### src/rtl/dtim_pkg.sv
package dtim_pkg;

   localparam int PSC_W  = 10;
   localparam int CODE_W = 3;
   localparam int NCODES = 1 << CODE_W;

   localparam int CTL_PSC_LSB = 2;
   localparam int CTL_PER_BIT = 6;
   localparam int CTL_RUN_BIT = 7;
   localparam int CTL_STS_BIT = 8;

   typedef enum logic [1:0] {
      SEL_START = 2'd0,
      SEL_COUNT = 2'd1,
      SEL_CTRL  = 2'd2,
      SEL_ACK   = 2'd3
   } reg_sel_e;

   typedef struct packed {
      logic              run;
      logic              periodic;
      logic [CODE_W-1:0] code;
   } ctl_t;

   // log2 of the division ratio for each code
   function automatic int unsigned code_shift(input int unsigned code);
      case (code)
         0:       return 0;
         1:       return 4;
         2:       return 8;
         3:       return 1;
         4:       return 3;
         5:       return 5;
         6:       return 7;
         default: return 10;
      endcase
   endfunction

endpackage

### src/rtl/dtim_prescaler.sv
module dtim_prescaler
   import dtim_pkg::*;
#(
   parameter int PW = PSC_W
) (
   input  logic              clk,
   input  logic              rst_n,
   input  logic              run,
   input  logic              restart,
   input  logic [CODE_W-1:0] code,
   output logic              tick
);

   logic [PW-1:0]     phase;
   logic [NCODES-1:0] hit;

   for (genvar c = 0; c < NCODES; c++) begin : g_code
      localparam int unsigned SH = code_shift(c);
      if (SH > PW) begin : g_bad
         $error("prescaler width too small for ratio code");
      end
      if (SH == 0) begin : g_div1
         assign hit[c] = 1'b1;
      end else begin : g_divn
         assign hit[c] = &phase[SH-1:0];
      end
   end

   assign tick = run & hit[code];

   always_ff @(posedge clk or negedge rst_n) begin
      if (!rst_n)
         phase <= '0;
      else if (restart)
         phase <= '0;
      else if (run)
         phase <= phase + 1'b1;
   end

   AST_PSC_FROZEN: assert property (@(posedge clk) disable iff (!rst_n)
      (!run && !restart) |=> $stable(phase));
   AST_PSC_RESTART: assert property (@(posedge clk) disable iff (!rst_n)
      restart |=> (phase == '0));

endmodule

### src/rtl/dtim_counter.sv
module dtim_counter #(
   parameter int CNT_W = 16
) (
   input  logic             clk,
   input  logic             rst_n,
   input  logic             tick,
   input  logic             periodic,
   input  logic             load_wr,
   input  logic [CNT_W-1:0] start_val,
   input  logic [CNT_W-1:0] load_data,
   input  logic             ack_wr,
   output logic [CNT_W-1:0] count,
   output logic             flag
);

   localparam logic [CNT_W-1:0] ONE = {{(CNT_W-1){1'b0}}, 1'b1};

   logic step;
   logic at_zero;
   logic hits_zero;

   assign step      = tick & ~load_wr;
   assign at_zero   = (count == '0);
   assign hits_zero = step & (count == ONE);

   always_ff @(posedge clk or negedge rst_n) begin
      if (!rst_n)
         count <= '0;
      else if (load_wr)
         count <= load_data;
      else if (step) begin
         if (at_zero)
            count <= periodic ? start_val : '1;
         else
            count <= count - ONE;
      end
   end

   always_ff @(posedge clk or negedge rst_n) begin
      if (!rst_n)
         flag <= 1'b0;
      else if (hits_zero)
         flag <= 1'b1;
      else if (ack_wr)
         flag <= 1'b0;
   end

   AST_LOAD_COPY: assert property (@(posedge clk) disable iff (!rst_n)
      load_wr |=> (count == $past(load_data)));
   AST_COUNT_HOLD: assert property (@(posedge clk) disable iff (!rst_n)
      (!tick && !load_wr) |=> $stable(count));
   AST_DECREMENT: assert property (@(posedge clk) disable iff (!rst_n)
      (step && !at_zero) |=> (count == $past(count) - ONE));
   AST_WRAP_FREE: assert property (@(posedge clk) disable iff (!rst_n)
      (step && at_zero && !periodic) |=> (&count));
   AST_RELOAD_PER: assert property (@(posedge clk) disable iff (!rst_n)
      (step && at_zero && periodic) |=> (count == $past(start_val)));
   AST_SET_WINS: assert property (@(posedge clk) disable iff (!rst_n)
      hits_zero |=> flag);
   AST_ACK_CLEARS: assert property (@(posedge clk) disable iff (!rst_n)
      (ack_wr && !hits_zero) |=> !flag);

endmodule

### src/rtl/dtim_apb_regs.sv
module dtim_apb_regs
   import dtim_pkg::*;
#(
   parameter int ADDR_W = 4,
   parameter int DATA_W = 32,
   parameter int CNT_W  = 16
) (
   input  logic              clk,
   input  logic              rst_n,
   input  logic              psel,
   input  logic              penable,
   input  logic              pwrite,
   input  logic [ADDR_W-1:0] paddr,
   input  logic [DATA_W-1:0] pwdata,
   output logic [DATA_W-1:0] prdata,
   input  logic [CNT_W-1:0]  count,
   input  logic              flag,
   output logic [CNT_W-1:0]  start_val,
   output ctl_t              ctl,
   output logic              load_wr,
   output logic              ack_wr
);

   reg_sel_e sel;
   logic     wr_en;
   logic     ctl_wr;

   assign sel     = reg_sel_e'(paddr[3:2]);
   assign wr_en   = psel & penable & pwrite;
   assign load_wr = wr_en & (sel == SEL_START);
   assign ctl_wr  = wr_en & (sel == SEL_CTRL);
   assign ack_wr  = wr_en & (sel == SEL_ACK);

   always_ff @(posedge clk or negedge rst_n) begin
      if (!rst_n)
         start_val <= '0;
      else if (load_wr)
         start_val <= pwdata[CNT_W-1:0];
   end

   always_ff @(posedge clk or negedge rst_n) begin
      if (!rst_n)
         ctl <= '0;
      else if (ctl_wr) begin
         ctl.code     <= pwdata[CTL_PSC_LSB +: CODE_W];
         ctl.periodic <= pwdata[CTL_PER_BIT];
         ctl.run      <= pwdata[CTL_RUN_BIT];
      end
   end

   always_comb begin
      prdata = '0;
      case (sel)
         SEL_START: prdata[CNT_W-1:0] = start_val;
         SEL_COUNT: prdata[CNT_W-1:0] = count;
         SEL_CTRL: begin
            prdata[CTL_PSC_LSB +: CODE_W] = ctl.code;
            prdata[CTL_PER_BIT]           = ctl.periodic;
            prdata[CTL_RUN_BIT]           = ctl.run;
            prdata[CTL_STS_BIT]           = flag;
         end
         default: prdata = '0;
      endcase
   end

   AST_CTL_KEEP: assert property (@(posedge clk) disable iff (!rst_n)
      !ctl_wr |=> $stable(ctl));
   AST_START_KEEP: assert property (@(posedge clk) disable iff (!rst_n)
      !load_wr |=> $stable(start_val));
   AST_ONE_STROBE: assert property (@(posedge clk) disable iff (!rst_n)
      $countones({load_wr, ctl_wr, ack_wr}) <= 1);

endmodule

### src/rtl/apb_dtimer.sv
module apb_dtimer
   import dtim_pkg::*;
#(
   parameter int ADDR_W = 4,
   parameter int DATA_W = 32,
   parameter int CNT_W  = 16
) (
   input  logic              pclk,
   input  logic              presetn,
   input  logic              psel,
   input  logic              penable,
   input  logic              pwrite,
   input  logic [ADDR_W-1:0] paddr,
   input  logic [DATA_W-1:0] pwdata,
   output logic [DATA_W-1:0] prdata,
   output logic              pready,
   output logic              pslverr,
   output logic              irq
);

   if (ADDR_W < 4) begin : g_chk_addr
      $error("ADDR_W must cover four word registers");
   end
   if (DATA_W < CNT_W || DATA_W <= CTL_STS_BIT) begin : g_chk_data
      $error("DATA_W too narrow for count or control fields");
   end
   if (CNT_W < 2) begin : g_chk_cnt
      $error("CNT_W must be at least 2");
   end

   logic [CNT_W-1:0] start_val;
   logic [CNT_W-1:0] count;
   ctl_t             ctl;
   logic             load_wr;
   logic             ack_wr;
   logic             tick;
   logic             flag;

   dtim_apb_regs #(
      .ADDR_W (ADDR_W),
      .DATA_W (DATA_W),
      .CNT_W  (CNT_W)
   ) u_regs (
      .clk       (pclk),
      .rst_n     (presetn),
      .psel      (psel),
      .penable   (penable),
      .pwrite    (pwrite),
      .paddr     (paddr),
      .pwdata    (pwdata),
      .prdata    (prdata),
      .count     (count),
      .flag      (flag),
      .start_val (start_val),
      .ctl       (ctl),
      .load_wr   (load_wr),
      .ack_wr    (ack_wr)
   );

   dtim_prescaler #(
      .PW (PSC_W)
   ) u_psc (
      .clk     (pclk),
      .rst_n   (presetn),
      .run     (ctl.run),
      .restart (load_wr),
      .code    (ctl.code),
      .tick    (tick)
   );

   dtim_counter #(
      .CNT_W (CNT_W)
   ) u_cnt (
      .clk       (pclk),
      .rst_n     (presetn),
      .tick      (tick),
      .periodic  (ctl.periodic),
      .load_wr   (load_wr),
      .start_val (start_val),
      .load_data (pwdata[CNT_W-1:0]),
      .ack_wr    (ack_wr),
      .count     (count),
      .flag      (flag)
   );

   assign irq     = flag;
   assign pready  = 1'b1;
   assign pslverr = 1'b0;

   AST_IRQ_ROSE_ON_TICK: assert property (@(posedge pclk) disable iff (!presetn)
      $rose(irq) |-> ($past(tick) && $past(count) == {{(CNT_W-1){1'b0}}, 1'b1}));

endmodule

### config.mk
export PLATFORM = sky130hd
export DESIGN_NAME = apb_dtimer
export DESIGN_NICKNAME = d
export VERILOG_FILES = /design/src/rtl/dtim_pkg.sv /design/src/rtl/dtim_prescaler.sv /design/src/rtl/dtim_counter.sv /design/src/rtl/dtim_apb_regs.sv /design/src/rtl/apb_dtimer.sv
export SDC_FILE = /design/constraint.sdc
export NUM_CORES = 1
export LEC_CHECK = 0
export BUFFER_PORTS_ARGS = -buffer_cell sky130_fd_sc_hd__buf_2
export CORE_UTILIZATION = 49
export DETAILED_ROUTE_END_ITERATION = 7
export PLACE_DENSITY_LB_ADDON = 0.08
export SETUP_SLACK_MARGIN = 0.5
export SLEW_MARGIN = 20
export SYNTH_ARGS = -nofsm -noshare
export SYNTH_HDL_FRONTEND = slang
export SYNTH_SLANG_ARGS = --single-unit
export TNS_END_PERCENT = 1
### constraint.sdc
create_clock -name pclk -period 2.1 [get_ports pclk]
set_input_delay 0.315 -clock pclk [delete_from_list [all_inputs] [get_ports pclk]]
set_output_delay 0.315 -clock pclk [all_outputs]
set_load 0.01 [all_outputs]
==> impl_metrics.env <==
export IMPL_fp_dieArea_mm2=0.00669
export IMPL_routabilityCongestion=0.832
export IMPL_cap_viol_max_count=0
export IMPL_synth_most_common_cell="nand2_1"
export IMPL_synthTopCellsByCount="nand2_1 (59), dfrtp_1 (48), mux2i_1 (30)"
export IMPL_drc=0
export IMPL_synth_cell_types=46
export IMPL_routed_via_density=5.47
export IMPL_max_stage_delay_ps=570
export IMPL_dpl_instance_area_mm2=0.00366
export IMPL_setup_viol_count_final=13
export IMPL_maxSlewViolCount=0
export IMPL_place_ws_ps=-148
export IMPL_fin_area_mm2=0.00389
export IMPL_yosys_warnings=0
export IMPL_dominantRegCellSynth="dfrtp_1"
export IMPL_crit_required_ps=2280
export IMPL_grt_pass1_wl_um=13000
export IMPL_syn_area_mm2=0.00312
export IMPL_grt_pass1_vias=2694
export IMPL_violations="setup timing"
export IMPL_first_pass_iters=4
export IMPL_antenna_cells=0
export IMPL_crit_fanout=7
export IMPL_ctsHtreeMaxLevel=2
export IMPL_crit_top_cell="or4_4"
export IMPL_synth_seq_cells=48
export IMPL_arrival_ps=2390
export IMPL_worst_slack_ps=-111
export IMPL_status="finished with violations"
export IMPL_wl_per_cell_um=15.5
export IMPL_fmax_mhz=452
export IMPL_worstSetupEndpointType="flip-flop"
export IMPL_routed_wl_um=7970
export IMPL_core_area_mm2=0.00603
export IMPL_clk_pin_slew_ps=90
export IMPL_die_h_um=81.8
export IMPL_synthArstFlopShare=1.00
export IMPL_period_needed_ps=2210
export IMPL_io_buffers=39
export IMPL_crit_path_top_delay_cell="or4_4"
export IMPL_clockRootBuffer="clkbuf_8"
export IMPL_power_density_mw_per_mm2=1100
export IMPL_fp_dieW_um=81.8
export IMPL_cts_tree="built"
export IMPL_core_rowCount=28
export IMPL_worstSetupPathType="reg2reg"
export IMPL_tightestPinTransition_ps=612
export IMPL_syn_area_per_cell_um2=8.66
export IMPL_hold_violations=0
export IMPL_layout_drive_gt1_share=0.282
export IMPL_start_kind="flip-flop"
export IMPL_netlist_instances=360
export IMPL_synth_edf_count=0
export IMPL_total_power_mw=4.29
export IMPL_clockBufferDepth=2
export IMPL_insertion_delay_ps=300
export IMPL_syn_to_final_growth_pct=24.7
export IMPL_min_period_over_period=1.05
export IMPL_cts_sinks=48
export IMPL_dp_hpwl_um=5800
export IMPL_gr_usage_all_layers=0.260
export IMPL_ant_nets=0
export IMPL_synth_top_area_share=0.385
export IMPL_ctsHoldBuffers=0
export IMPL_p_leak_nw=1.92
export IMPL_vdd_ir_drop_max_mv=0.570
export IMPL_n_fill_cell=532
export IMPL_grt_max_degree=49
export IMPL_vias=2814
export IMPL_max_slew_margin=0.592
export IMPL_start_util=0.517
export IMPL_netlist_top_cells_area="dfrtp_1 (39%), mux2i_1 (9.6%), nand2_1 (7.1%)"
export IMPL_grt_overflow_total=0
export IMPL_numCtsBuffers=5
export IMPL_rsz0062_at_grt="yes"
export IMPL_hold_class="in2async"
export IMPL_yosysTopAreaCell="dfrtp_1"
export IMPL_final_nets=485
export IMPL_skew_ps=6.19
export IMPL_antenna_found_initial=0
export IMPL_io_pins=76
export IMPL_yosysSeqAreaShare=0.385
export IMPL_path_cells="or4_4 > or4_4 > nor3_4 > buf_12 > mux2i_1 > o221ai_1"
export IMPL_drtIter0Drc=107
==> worst paths after layout <==
path | startpoint | end | slack (ps) | depth (start not counted)
max | u_cnt.count[12]$_DFFE_PN0P_ | u_cnt.count[12]$_DFFE_PN0P_ | -110 | 6
min | presetn | u_regs.start_val[3]$_DFFE_PN0P_ | 100 | 2
max reg2reg | u_cnt.count[12]$_DFFE_PN0P_ | u_cnt.count[12]$_DFFE_PN0P_ | -110 | 6
min reg2reg | u_regs.start_val[11]$_DFFE_PN0P_ | u_regs.start_val[11]$_DFFE_PN0P_ | 500 | 2
max in group asynchronous | presetn | u_cnt.count[12]$_DFFE_PN0P_ | 1580 | 2
min in group pclk | pwdata[5] | u_regs.start_val[5]$_DFFE_PN0P_ | 230 | 3
==> sequential cells by signal, summed over array words and instances (netlist names) <==
name / flops
u_regs.ctl: 5
u_cnt.flag: 1
u_cnt.count: 16
u_psc.phase: 10
u_regs.start_val: 16
==> logic make-up (layout without fill, tap and decap cells) <==
kind of cell / count (synthesis) / in the layout / share of synthesized area
AND/OR/NAND/NOR: 152 / 152 / 0.237
AO/OA/AOI/OAI: 53 / 53 / 0.120
buffers and inverters: 51 / 114 / 0.0835
flip-flops: 48 / 48 / 0.385
multiplexers: 32 / 32 / 0.104
XOR/XNOR: 16 / 16 / 0.0449
adder cells (fa/ha/maj): 6 / 6 / 0.0241
other: 2 / 18 / 0.00241
==> repair_timing <==
action / CTS / global route
setup endpoints to repair: 24 / 25
pin swaps: 2 / 6
endpoints found under the hold margin: 0 / 0
setup buffers: 0 / 2
gates resized for setup: 10 / 24
==> layout by cell type, fill, tap and decap left out, drive strengths merged, types with 2 or more instances in the layout <==
cell type and instances:
ha 6, nand4 7, nor3 8, a221o 2, clkbuf 7, and2 3
o31ai 7, o211ai 8, inv 14, xnor2 10, conb 18, buf 92
mux2i 30, nor4 5, o221ai 5, nor2 29, nand2 59, nor2b 2
nor3b 2, nand3 13, a2111oi 2, dfrtp 48, o21ai 16, or3 2
o41ai 2, xor2 6, nand2b 12, or4 6, a31oi 2, a21o 3
or2 2, mux2 2
==> metal layers <==
metal / wire [um] / track usage / up-vias
met5: 0 / 0 / -
met4: 66 / 0.0596 / 0
met3: 295 / 0.0400 / 6
met2: 3920 / 0.438 / 61
met1: 3690 / 0.351 / 1361
li1: - / - / 1386
==> critical path, delay by kind of cell, from the launching register on <==
kind | cells | cell delay, ps
simple gates | 3 | 1250
mux | 1 | 190
buf+inv | 1 | 150
flops | 1 | 380
compound gates | 1 | 110
==> metrics by stage <==
| step | TNS [ps] | instances | util | hold WS (ps) |
|---|---|---|---|---|
| 6_report | -955 | 514 | 0.645 | 100 |
| 5_1_grt | -2230 | 514 | 0.645 | 165 |
| 4_1_cts | -683 | 512 | 0.627 | 123 |
| 3_5_place_dp | -1680 | 504 | 0.608 | 456 |
| 3_3_place_gp | -951 | 504 | 0.608 | 454 |
| 2_1_floorplan | -1180 | 376 | - | 19.4 |
==> final cells by class <==
cell class / count / area, um^2 / area share
multi-input cells: 277 / 1830 / 0.470
flip-flops and latches: 48 / 1200 / 0.309
clock buffers: 7 / 76.3 / 0.0196
inverters: 14 / 52.6 / 0.0135
clock inverters: 1 / 8.76 / 0.00225
well taps: 75 / 93.8 / 0.0241
repair buffers: 92 / 627 / 0.161
==> report_power, final <==
group | switching [mW] | total [mW] | internal, mW
clock network | 0.312 | 0.550 | 0.239
registers | 0.277 | 1.49 | 1.22
logic | 1.14 | 2.24 | 1.10
No activity file was read; power rests on OpenSTA's default activity.
